### src/rtl/rmul_pkg.sv
package rmul_pkg;

    localparam int NUM_MOD = 4;
    localparam int RES_W   = 16;

    // moduli, fold chunk widths (2^chunk == 1 mod m), field widths and offsets
    localparam int unsigned MODS [NUM_MOD] = '{5, 7, 17, 31};
    localparam int unsigned FOLD [NUM_MOD] = '{4, 3, 8, 5};
    localparam int unsigned RWID [NUM_MOD] = '{3, 3, 5, 5};
    localparam int unsigned ROFF [NUM_MOD] = '{0, 3, 6, 11};

    typedef enum logic [1:0] {
        ST_IDLE   = 2'd0,
        ST_MUL_HI = 2'd1,
        ST_MUL_LO = 2'd2
    } mul_state_e;

    function automatic int unsigned pow2_mod(input int unsigned e, input int unsigned m);
        int unsigned r;
        r = 1;
        for (int unsigned i = 0; i < e; i++) begin
            r = (r * 2) % m;
        end
        return r;
    endfunction

    function automatic int unsigned inv_mod(input int unsigned a, input int unsigned m);
        int unsigned found;
        found = 0;
        for (int unsigned x = 1; x < m; x++) begin
            if (found == 0 && ((a * x) % m) == 1) begin
                found = x;
            end
        end
        return found;
    endfunction

endpackage

### src/rtl/rmul_fold_enc.sv
module rmul_fold_enc #(
    parameter int unsigned MOD    = 5,
    parameter int unsigned CHUNK  = 4,
    parameter int unsigned DATA_W = 32,
    parameter int unsigned RW     = 3
) (
    input  logic [DATA_W-1:0] val,
    output logic [RW-1:0]     res
);
    localparam int unsigned NCH = (DATA_W + CHUNK - 1) / CHUNK;
    localparam int unsigned SW  = CHUNK + $clog2(NCH) + 1;

    logic [NCH*CHUNK-1:0] padded;
    logic [SW-1:0]        acc;

    assign padded = (NCH*CHUNK)'(val);

    // chunks of weight 2^(k*CHUNK) are all congruent to 1, so they just add up
    always_comb begin
        acc = '0;
        for (int i = 0; i < int'(NCH); i++) begin
            acc = acc + SW'(padded[i*CHUNK +: CHUNK]);
        end
    end

    assign res = RW'(acc % SW'(MOD));

endmodule

### src/rtl/rmul_res_lane.sv
module rmul_res_lane #(
    parameter int unsigned MOD    = 5,
    parameter int unsigned CHUNK  = 4,
    parameter int unsigned DATA_W = 32,
    parameter int unsigned RW     = 3,
    parameter int unsigned K_LO   = 1,
    parameter int unsigned K_INV  = 1
) (
    input  logic [RW-1:0]     ra,
    input  logic [RW-1:0]     rb,
    input  logic [DATA_W-1:0] lo_w,
    input  logic [DATA_W-1:0] hi_w,
    output logic [RW-1:0]     lo_mod,
    output logic [RW-1:0]     hi_mod,
    output logic [RW-1:0]     lo_res,
    output logic [RW-1:0]     hi_res
);
    localparam int unsigned XW = 2*RW + 4;

    logic [XW-1:0] pc;
    logic [XW-1:0] hk;
    logic [XW-1:0] lo_x;
    logic [XW-1:0] diff_x;
    logic [XW-1:0] hi_x;

    rmul_fold_enc #(.MOD(MOD), .CHUNK(CHUNK), .DATA_W(DATA_W), .RW(RW))
        u_enc_lo (.val(lo_w), .res(lo_mod));

    rmul_fold_enc #(.MOD(MOD), .CHUNK(CHUNK), .DATA_W(DATA_W), .RW(RW))
        u_enc_hi (.val(hi_w), .res(hi_mod));

    always_comb begin
        // residue of the full product from the operand residues
        pc     = (XW'(ra) * XW'(rb)) % XW'(MOD);
        // low word: pc - hi * 2^W
        hk     = (XW'(hi_mod) * XW'(K_LO)) % XW'(MOD);
        lo_x   = (pc + XW'(MOD) - hk) % XW'(MOD);
        // high word: (pc - lo) * 2^-W
        diff_x = (pc + XW'(MOD) - XW'(lo_mod)) % XW'(MOD);
        hi_x   = (diff_x * XW'(K_INV)) % XW'(MOD);
    end

    assign lo_res = RW'(lo_x);
    assign hi_res = RW'(hi_x);

endmodule

### src/rtl/rmul_ctrl.sv
module rmul_ctrl
    import rmul_pkg::*;
(
    input  logic       clk,
    input  logic       rst_n,
    input  logic       start,
    output mul_state_e state,
    output logic       load_ops,
    output logic       cap_hi,
    output logic       cap_lo,
    output logic       chk_mask
);
    mul_state_e nxt;

    always_ff @(posedge clk or negedge rst_n) begin
        if (!rst_n) begin
            state <= ST_IDLE;
        end else begin
            state <= nxt;
        end
    end

    always_comb begin
        unique case (state)
            ST_IDLE:   nxt = start ? ST_MUL_HI : ST_IDLE;
            ST_MUL_HI: nxt = ST_MUL_LO;
            ST_MUL_LO: nxt = ST_IDLE;
            default:   nxt = ST_IDLE;
        endcase
    end

    always_comb begin
        load_ops = 1'b0;
        cap_hi   = 1'b0;
        cap_lo   = 1'b0;
        chk_mask = 1'b0;
        unique case (state)
            ST_IDLE: begin
                load_ops = start;
            end
            ST_MUL_HI: begin
                cap_hi   = 1'b1;
                chk_mask = 1'b1;
            end
            ST_MUL_LO: begin
                cap_lo   = 1'b1;
                chk_mask = 1'b1;
            end
            default: begin
                load_ops = 1'b0;
            end
        endcase
    end

endmodule

### src/rtl/rmul_core.sv
module rmul_core
    import rmul_pkg::*;
#(
    parameter int unsigned DATA_W = 32
) (
    input  logic              clk,
    input  logic              rst_n,
    input  logic              start,
    input  logic [DATA_W-1:0] op_a,
    input  logic [DATA_W-1:0] op_b,
    input  logic [RES_W-1:0]  res_a,
    input  logic [RES_W-1:0]  res_b,
    output logic              wb_valid,
    output logic              wb_hi,
    output logic [DATA_W-1:0] wb_word,
    output logic [RES_W-1:0]  wb_res,
    output logic              ok
);
    localparam int unsigned PROD_W = 2 * DATA_W;

    mul_state_e state;
    logic load_ops, cap_hi, cap_lo, chk_mask;

    logic [DATA_W-1:0] a_q, b_q;
    logic [RES_W-1:0]  ra_q, rb_q;
    logic [PROD_W-1:0] product;
    logic [DATA_W-1:0] hi_w, lo_w;

    logic [RES_W-1:0] lo_mod_v, hi_mod_v, lo_res_v, hi_res_v;

    // check registers: predicted and encoded residue of each half
    logic [RES_W-1:0] chk_hi_pred_q, chk_hi_act_q;
    logic [RES_W-1:0] chk_lo_pred_q, chk_lo_act_q;
    logic             match;
    logic             err_q;

    rmul_ctrl u_ctrl (
        .clk      (clk),
        .rst_n    (rst_n),
        .start    (start),
        .state    (state),
        .load_ops (load_ops),
        .cap_hi   (cap_hi),
        .cap_lo   (cap_lo),
        .chk_mask (chk_mask)
    );

    always_ff @(posedge clk or negedge rst_n) begin
        if (!rst_n) begin
            a_q  <= '0;
            b_q  <= '0;
            ra_q <= '0;
            rb_q <= '0;
        end else if (load_ops) begin
            a_q  <= op_a;
            b_q  <= op_b;
            ra_q <= res_a;
            rb_q <= res_b;
        end
    end

    assign product = PROD_W'(a_q) * PROD_W'(b_q);
    assign hi_w    = product[PROD_W-1:DATA_W];
    assign lo_w    = product[DATA_W-1:0];

    for (genvar g = 0; g < NUM_MOD; g++) begin : g_lane
        localparam int unsigned LM    = MODS[g];
        localparam int unsigned LW    = RWID[g];
        localparam int unsigned LO    = ROFF[g];
        localparam int unsigned K_LO  = pow2_mod(DATA_W, LM);
        localparam int unsigned K_INV = inv_mod(K_LO, LM);

        rmul_res_lane #(
            .MOD    (LM),
            .CHUNK  (FOLD[g]),
            .DATA_W (DATA_W),
            .RW     (LW),
            .K_LO   (K_LO),
            .K_INV  (K_INV)
        ) u_lane (
            .ra     (ra_q[LO +: LW]),
            .rb     (rb_q[LO +: LW]),
            .lo_w   (lo_w),
            .hi_w   (hi_w),
            .lo_mod (lo_mod_v[LO +: LW]),
            .hi_mod (hi_mod_v[LO +: LW]),
            .lo_res (lo_res_v[LO +: LW]),
            .hi_res (hi_res_v[LO +: LW])
        );
    end

    always_ff @(posedge clk or negedge rst_n) begin
        if (!rst_n) begin
            chk_hi_pred_q <= '0;
            chk_lo_act_q  <= '0;
            chk_lo_pred_q <= '0;
            chk_hi_act_q  <= '0;
        end else begin
            if (cap_hi) begin
                chk_hi_pred_q <= hi_res_v;
                chk_lo_act_q  <= lo_mod_v;
            end
            if (cap_lo) begin
                chk_lo_pred_q <= lo_res_v;
                chk_hi_act_q  <= hi_mod_v;
            end
        end
    end

    assign match = (chk_hi_pred_q == chk_hi_act_q) && (chk_lo_pred_q == chk_lo_act_q);

    always_ff @(posedge clk or negedge rst_n) begin
        if (!rst_n) begin
            err_q <= 1'b0;
        end else if (!chk_mask && !match) begin
            err_q <= 1'b1;
        end
    end

    assign ok = !err_q && (chk_mask || match);

    always_comb begin
        wb_valid = 1'b0;
        wb_hi    = 1'b0;
        wb_word  = '0;
        wb_res   = '0;
        unique case (state)
            ST_MUL_HI: begin
                wb_valid = 1'b1;
                wb_hi    = 1'b1;
                wb_word  = hi_w;
                wb_res   = hi_res_v;
            end
            ST_MUL_LO: begin
                wb_valid = 1'b1;
                wb_word  = lo_w;
                wb_res   = lo_res_v;
            end
            default: begin
                wb_valid = 1'b0;
            end
        endcase
    end

endmodule

### config.mk
export PLATFORM = sky130hd
export DESIGN_NAME = rmul_core
export DESIGN_NICKNAME = d
export VERILOG_FILES = /design/src/rtl/rmul_pkg.sv /design/src/rtl/rmul_fold_enc.sv /design/src/rtl/rmul_res_lane.sv /design/src/rtl/rmul_ctrl.sv /design/src/rtl/rmul_core.sv
export SDC_FILE = /design/constraint.sdc
export NUM_CORES = 2
export LEC_CHECK = 0
export BUFFER_PORTS_ARGS = -buffer_cell sky130_fd_sc_hd__buf_2
export CAP_MARGIN = 15
export CORE_MARGIN = 2
export CORE_UTILIZATION = 53
export CTS_BUF_LIST = sky130_fd_sc_hd__clkbuf_16
export CTS_CLUSTER_DIAMETER = 100
export CTS_CLUSTER_SIZE = 20
export DETAILED_ROUTE_END_ITERATION = 7
export GPL_TIMING_DRIVEN = 0
export PLACE_DENSITY = 0.69
export RECOVER_POWER = 50
export SETUP_SLACK_MARGIN = 0.02
export SLEW_MARGIN = 30
export SYNTH_ARGS = -nofsm -noshare
export SYNTH_HDL_FRONTEND = slang
export SYNTH_SLANG_ARGS = --single-unit
### constraint.sdc
create_clock -name clk -period 32.8 [get_ports clk]
set_clock_uncertainty 0.2 [all_clocks]
set_input_delay 3.28 -clock clk [delete_from_list [all_inputs] [get_ports clk]]
set_output_delay 3.28 -clock clk [all_outputs]
set_load 0.03 [all_outputs]
=== After elaboration in Yosys (flattened, before gate mapping) ===
Index checks and enable logic that the tools add are counted.

* Bits in registers: 163
* Latch bits: 0
* RAM bits: 0
* Bits in read-only memories: 0
* Bits of input ports: 99
* Output and inout bits: 51
* Logic and storage cells: 128
* Memories: 0

* $add $sub $neg: 64
* Multipliers: 5
* Div/mod/pow operators: 28
* Order comparisons: 0
* Eq/ne operators: 4
* Shift-type cells: 0
* Multiplexer cells: 8
* Bitwise gates (word level): 0
* Reductions and logical operators: 9

{| class="wikitable"
|+ Operators with widths
! cell !! count
|-
| 14-bit by 5-bit remainder unit with 14-bit output (second input constant) || 6
|-
| 8-bit by 3-bit adder with 8-bit output || 8
|-
| 32-bit by 32-bit multiplier with 64-bit output || 1
|-
| 32-bit one-hot mux with 2 select lines || 1
|-
| 10-bit by 3-bit remainder unit with 10-bit output (second input constant) || 6
|-
| 8-bit by 4-bit adder with 8-bit output || 6
|-
| 16-bit == test || 2
|-
| 8-bit by 3-bit remainder unit with 8-bit output (second input constant) || 4
|-
| 16-bit one-hot mux with 2 select lines || 1
|-
| 14-bit by 5-bit adder with 14-bit output (second input constant) || 2
|-
| 10-bit by 5-bit remainder unit with 14-bit output (second input constant) || 2
|-
| 14-bit subtractor || 2
|-
| 14-bit by 5-bit subtractor with 14-bit output || 2
|-
| 10-bit by 8-bit adder with 11-bit output || 2
|-
| 11-bit by 5-bit remainder unit with 11-bit output (second input constant) || 2
|-
| 10-bit by 3-bit adder with 10-bit output (second input constant) || 2
|-
| 9-bit by 8-bit adder with 10-bit output || 2
|-
| 6-bit by 3-bit remainder unit with 10-bit output (second input constant) || 2
|-
| 5-bit by 5-bit multiplier with 10-bit output || 2
|-
| 10-bit subtractor || 2
|-
| 10-bit by 3-bit subtractor with 10-bit output || 2
|-
| 8-bit by 5-bit adder with 9-bit output || 2
|-
| 8-bit by 8-bit adder with 9-bit output || 2
|-
| 9-bit by 2-bit adder with 9-bit output || 2
|-
| 29 further kinds || 53
|}

=== Depth between registers and ports, before layout ===
* Word-level depth: 16
* Depth in mapped cells: 130
* Mapped depth without buffers: 124

=== Cells and area by module ===
A second synthesis with hierarchy kept.

* Cell total of the unflattened synthesis: 9,526
* Area total of the unflattened synthesis: 79,575.1 µm²

{| class="wikitable"
|+ Modules (own cells, without submodules)
! module !! times used !! cells an instance !! area an instance (µm²) !! seq. area each (µm²)
|-
| rmul_core || 1 || 4,292 || 40,614.0 || 4,028.9
|-
| rmul_res_lane (g_lane[2].u_lane) || 1 || 1,087 || 7,562.3 || 0.0
|-
| rmul_res_lane (g_lane[3].u_lane) || 1 || 1,062 || 7,497.2 || 0.0
|-
| rmul_fold_enc (g_lane[2].u_lane.u_enc_hi ...) || 2 || 308 || 2,463.6 || 0.0
|-
| rmul_res_lane (g_lane[0].u_lane) || 1 || 699 || 4,840.9 || 0.0
|-
| rmul_res_lane (g_lane[1].u_lane) || 1 || 560 || 4,082.7 || 0.0
|-
| rmul_fold_enc (g_lane[3].u_lane.u_enc_hi ...) || 2 || 197 || 1,637.8 || 0.0
|-
| rmul_fold_enc (g_lane[0].u_lane.u_enc_hi) || 1 || 213 || 1,806.7 || 0.0
|-
| rmul_fold_enc (g_lane[1].u_lane.u_enc_hi) || 1 || 220 || 1,732.9 || 0.0
|-
| rmul_fold_enc (g_lane[0].u_lane.u_enc_lo) || 1 || 197 || 1,661.6 || 0.0
|-
| rmul_fold_enc (g_lane[1].u_lane.u_enc_lo) || 1 || 177 || 1,466.4 || 0.0
|-
| rmul_ctrl || 1 || 9 || 107.6 || 50.0
|}

=== Least setup slack after synthesis ===
Ideal clock, no wire load.

* Kind: register to output
* Start point: register b_q[4]
* End point: output wb_res[9]
* Arrival time: 27.099 ns
* Required time: 29.320 ns
* Path slack: 2.221 ns
* Stages on the path, launching flop included: 116
* Buffers on the path: 4
* Cell sequence: dfrtp_1 -> clkbuf_1 -> and2_1 -> fa_1 -> inv_1 -> fa_1 -> fa_1 -> inv_1 -> fa_1 -> ha_1 -> ha_1 -> inv_1 -> fa_1 -> fa_1 -> inv_1 -> ha_1 -> a21oi_1 -> o21ai_0 -> [80 not listed] -> o311a_1 -> a221o_1 -> or4_1 -> o211ai_2 -> inv_1 -> ha_1 -> o21ai_0 -> mux2i_1 -> o221ai_4 -> xnor2_1 -> ha_1 -> nor2b_1 -> or3b_1 -> a31o_2 -> nand2_1 -> a32o_1 -> mux2_4 -> a21oi_2

* Cells in the longest elaborated chain, start to end: 9
* Elaborated cells between the ends (all ways): 16
* Those cells by class: add/sub (8); mul (1); div (6); mux (1)

{| class="wikitable"
|+ RTL lines
! element !! RTL line !! source
|-
| start: declaration || rmul_core.sv:24 || <nowiki>logic [DATA_W-1:0] a_q, b_q;</nowiki>
|-
| start signal: assignment || rmul_core.sv:56 || <nowiki>b_q <= op_b;</nowiki>
|-
| 32-bit by 32-bit multiplier with 64-bit output * || rmul_core.sv:62 || <nowiki>assign product = PROD_W'(a_q) * PROD_W'(b_q);</nowiki>
|-
| 8-bit by 8-bit adder with 9-bit output || rmul_fold_enc.sv:22 || <nowiki>acc = acc + SW'(padded[i*CHUNK +: CHUNK]);</nowiki>
|-
| 9-bit by 8-bit adder with 10-bit output || rmul_fold_enc.sv:22 ||
|-
| 10-bit by 8-bit adder with 11-bit output || rmul_fold_enc.sv:22 ||
|-
| 11-bit by 5-bit remainder unit with 11-bit output || rmul_fold_enc.sv:26 || <nowiki>assign res = RW'(acc % SW'(MOD));</nowiki>
|-
| 14-bit by 5-bit subtractor with 14-bit output / 5-bit by 5-bit remainder unit with 14-bit output (equally long branches) || rmul_res_lane.sv:39, rmul_res_lane.sv:36 ||
|-
| 14-bit by 5-bit remainder unit with 14-bit output / 14-bit subtractor (equally long branches) || rmul_res_lane.sv:39, rmul_res_lane.sv:37 ||
|-
| 14-bit by 5-bit remainder unit with 14-bit output, on equally long branches || rmul_res_lane.sv:40, rmul_res_lane.sv:37 ||
|-
| 16-bit one-hot mux with 2 select lines * || rmul_core.sv:127 || <nowiki>unique case (state)</nowiki>
|-
| end: declaration || rmul_core.sv:16 || <nowiki>output logic [RES_W-1:0] wb_res,</nowiki>
|}

Every way passes the cells marked *; elsewhere a longest branch is shown, timed or not.

=== Final worst setup path ===
* Start point: register a_q[9]
* End point: output wb_res[8]

* Cells in the longest elaborated chain, start to end: 9
* Elaborated cells between the ends (all ways): 16
* Those cells by class: add/sub (8); mul (1); div (6); mux (1)

{| class="wikitable"
|+ RTL lines
! element !! RTL line !! source
|-
| start: declaration || rmul_core.sv:24 ||
|-
| start signal: assignment || rmul_core.sv:55 || <nowiki>a_q <= op_a;</nowiki>
|-
| 32-bit by 32-bit multiplier with 64-bit output * || rmul_core.sv:62 ||
|-
| 8-bit by 8-bit adder with 9-bit output || rmul_fold_enc.sv:22 ||
|-
| 9-bit by 8-bit adder with 10-bit output || rmul_fold_enc.sv:22 ||
|-
| 10-bit by 8-bit adder with 11-bit output || rmul_fold_enc.sv:22 ||
|-
| 11-bit by 5-bit remainder unit with 11-bit output || rmul_fold_enc.sv:26 ||
|-
| 14-bit by 5-bit subtractor with 14-bit output / 5-bit by 5-bit remainder unit with 14-bit output (equally long branches) || rmul_res_lane.sv:39, rmul_res_lane.sv:36 ||
|-
| 14-bit by 5-bit remainder unit with 14-bit output / 14-bit subtractor (equally long branches) || rmul_res_lane.sv:39, rmul_res_lane.sv:37 ||
|-
| 14-bit by 5-bit remainder unit with 14-bit output, on equally long branches || rmul_res_lane.sv:40, rmul_res_lane.sv:37 ||
|-
| 16-bit one-hot mux with 2 select lines * || rmul_core.sv:127 ||
|}

Marked as above.

==> metrics.cfg <==
[outcome]
outcome=complete, but fails checks
violations=max-capacitance violations, max-slew violations

[logic_synthesis]
ys_warn_count=0
synthAdderAreaFrac=0.408
syn_area_um2=70500
yosys.area_share.xor_xnor=0.0530
synth-seq-area-share=0.0578
synth_ff_type=dfrtp_1
ys_types=142
synth-edff-count=0
synthCells=8539
synth.mux.area_fraction=0.0350
synth_top_family_by_area=adder cells
synthSimpleGateAreaFrac=0.191
synthArstFlopShare=1.00
avgSynthCellArea_um2=8.26
ys_ff_latch=163
synth_compound_area_frac=0.162

[global_route]
grt-ovfl-total=0
antenna_found_initial=11
grt_first_pass_wirelength_mm=362
grt_max_degree=78
grt_use_total=0.342
grt_pass1_vias=63600

[layout]
finalNetCount=10500
final.fill_count=11900
final_cell_mix=1,421 x inv_1, 1,087 x fa_1, 934 x nand2_1
area_delta_synth_final_pct=8.49
final_common_cell=inv_1
drive_gt1_frac=0.101

[die]
core_um2=132000
io_pins=150
initial_core_util=0.535
die_w_um=369
dieArea_um2=136000
fp-row-count=133
die_height_um=369

[clock_network]
path_clk_slew_ns=0.08
cts_tree=done
clk-insertion-delay-late_ns=0.56
cts_max_path_buffers=2
cts_root_buf=clkbuf_16
cts_sinks=163
numCtsBuffers=17
h-tree-depth=4

[timing]
slew_headroom=-1.86
fmax_ghz=0.0313
final_hold_viol_count=0
rsz0062_at_grt=yes
period_minus_slack_ns=31.96
hold_slack_ns=0.258
finalMaxSlewViolations=177
setup_viol=0
period_share=0.974
tightest_slew_ns=4.30

[setup_path]
end_kind=output pin
r2r_start=a_q[9]
cpMaxStageDelayCell=dfrtp_1
required_ns=29.32
r2r_end=chk_lo_pred_q[8]
cpPeakStageDelay_ns=0.62
r2r_cells=118
worstPathArrival_ns=28.48
crit_type=reg2out
cp-start-kind=register
cp_max_fo=10
r2r_slack_ns=4.94

[route]
drt-initial-drc-count=5361
first_pass_iters=8
antenna_left=0
vias=63700
wl_mm=232
avgViaCountPerCell=6.03
wl_per_cell_um=21.9
drc=0

[placed_design]
portBuffers=149
gp_congestion=1.07
dpl.hpwl_mm=193

[min_path]
hp-class=reg2reg
hp-start=err_q
hold_depth=1
hold_end=err_q

[flow_run]
maxCapViolCount=4

==> metal layers <==
metal  vias to the layer above  wire (um)  track usage
met5                         -         64            0
met1                     31400      90300        0.434
met3                       683      23400       0.0930
li1                      28700          -            -
met4                        10      13500        0.159
met2                      2854     104000        0.543
==> worst max-delay path by stage <==
stage | startpoint | end | slack [ns]
after CTS | b_q[4] | wb_res[9] | 0.04
after detailed placement | b_q[3] | wb_res[8] | -4.22
final | a_q[9] | wb_res[8] | 0.84
after floorplan | b_q[4] | wb_res[9] | 2.22
after global placement | a_q[2] | wb_res[8] | -4.03
after global routing | b_q[4] | wb_res[11] | -0.21
==> critical path, delay by kind of cell, from the launching register on <==
family | cells | cell delay, ns
AO/OA/AOI/OAI | 56 | 11.68
AND/OR/NAND/NOR | 23 | 5.36
buffers and inverters | 16 | 2.34
adder cells (fa/ha/maj) | 17 | 6.32
multiplexers | 3 | 0.80
XOR/XNOR | 4 | 0.71
flip-flops | 1 | 0.62
==> state kept, by name, summed over array words and instances (netlist names) <==
register       flops
u_ctrl.state       2
chk_lo_act_q      16
chk_hi_pred_q     16
a_q               32
rb_q              16
chk_hi_act_q      16
err_q              1
b_q               32
chk_lo_pred_q     16
ra_q              16
==> layout make-up <==
type,instances,area (um^2),area share
sequential,163,4090,0.0534
clock buffer,17,425,0.00556
multi-input combinational,6638,61400,0.802
inverter,1433,5380,0.0703
timing repair buffer,244,1510,0.0197
tap,1755,2200,0.0287
buffer,303,1310,0.0171
clock inverter,14,196,0.00257
antenna,5,12.5,0.000164
==> Yosys cell counts (all sizes together) (33+ instances only) <==
cell / count / area [um^2]
a211oi: 75 / 661
a21boi: 50 / 383
a21o: 98 / 736
a21oi: 373 / 1900
a22oi: 37 / 278
a31oi: 71 / 457
and2: 570 / 3570
and3: 50 / 313
buf: 33 / 178
clkbuf: 274 / 1030
dfrtp: 163 / 4080
fa: 1089 / 21800
ha: 546 / 6830
inv: 1427 / 5360
mux2: 150 / 1690
mux2i: 75 / 754
nand2: 940 / 3530
nand2b: 70 / 438
nand3: 143 / 726
nand4: 51 / 325
nor2: 457 / 1730
nor2b: 48 / 300
nor3: 127 / 656
nor4: 54 / 372
o211ai: 68 / 521
o21a: 48 / 362
o21ai: 309 / 1570
o21bai: 35 / 263
o22ai: 53 / 338
o31ai: 41 / 333
or2: 66 / 413
or3: 37 / 236
xnor2: 298 / 2650
xor2: 108 / 953
==> metrics by stage <==
stage / utilization / setup TNS, ns / setup slack (ns) / instances / cell area (um^2)
finish: 0.581 / 0 / 0.839 / 10600 / 76500
global route: 0.580 / -1.22 / -0.214 / 10600 / 76500
CTS: 0.572 / 0 / 0.0419 / 10500 / 75400
detailed placement: 0.560 / -32.88 / -4.22 / 10500 / 73700
global placement: 0.558 / -26.20 / -4.03 / 10400 / 73500
floorplan: - / 0 / 2.22 / 8541 / 70500
==> cell families (layout without fill, tap and decap cells) <==
kind of cell / Yosys count / count (layout)
buffers and inverters: 1740 / 2011
other: 1 / 8
DFF: 163 / 163
adders and majority gates: 1648 / 1648
and+or+nand+nor: 2712 / 2712
muxes: 226 / 226
AOI/OAI and AO/OA: 1637 / 1637
xor gates and xnor gates: 412 / 412
==> what timing repair did <==
item / CTS / global route
hold buffers: 0 / 0
resized for setup: 195 / 190
pin swaps: 40 / 76
buffers inserted: 35 / 54
endpoints found under the setup margin: 14 / 10
Power is not shown: default switching activity piles up to over one toggle a cycle in this logic, so the estimate is an artifact.
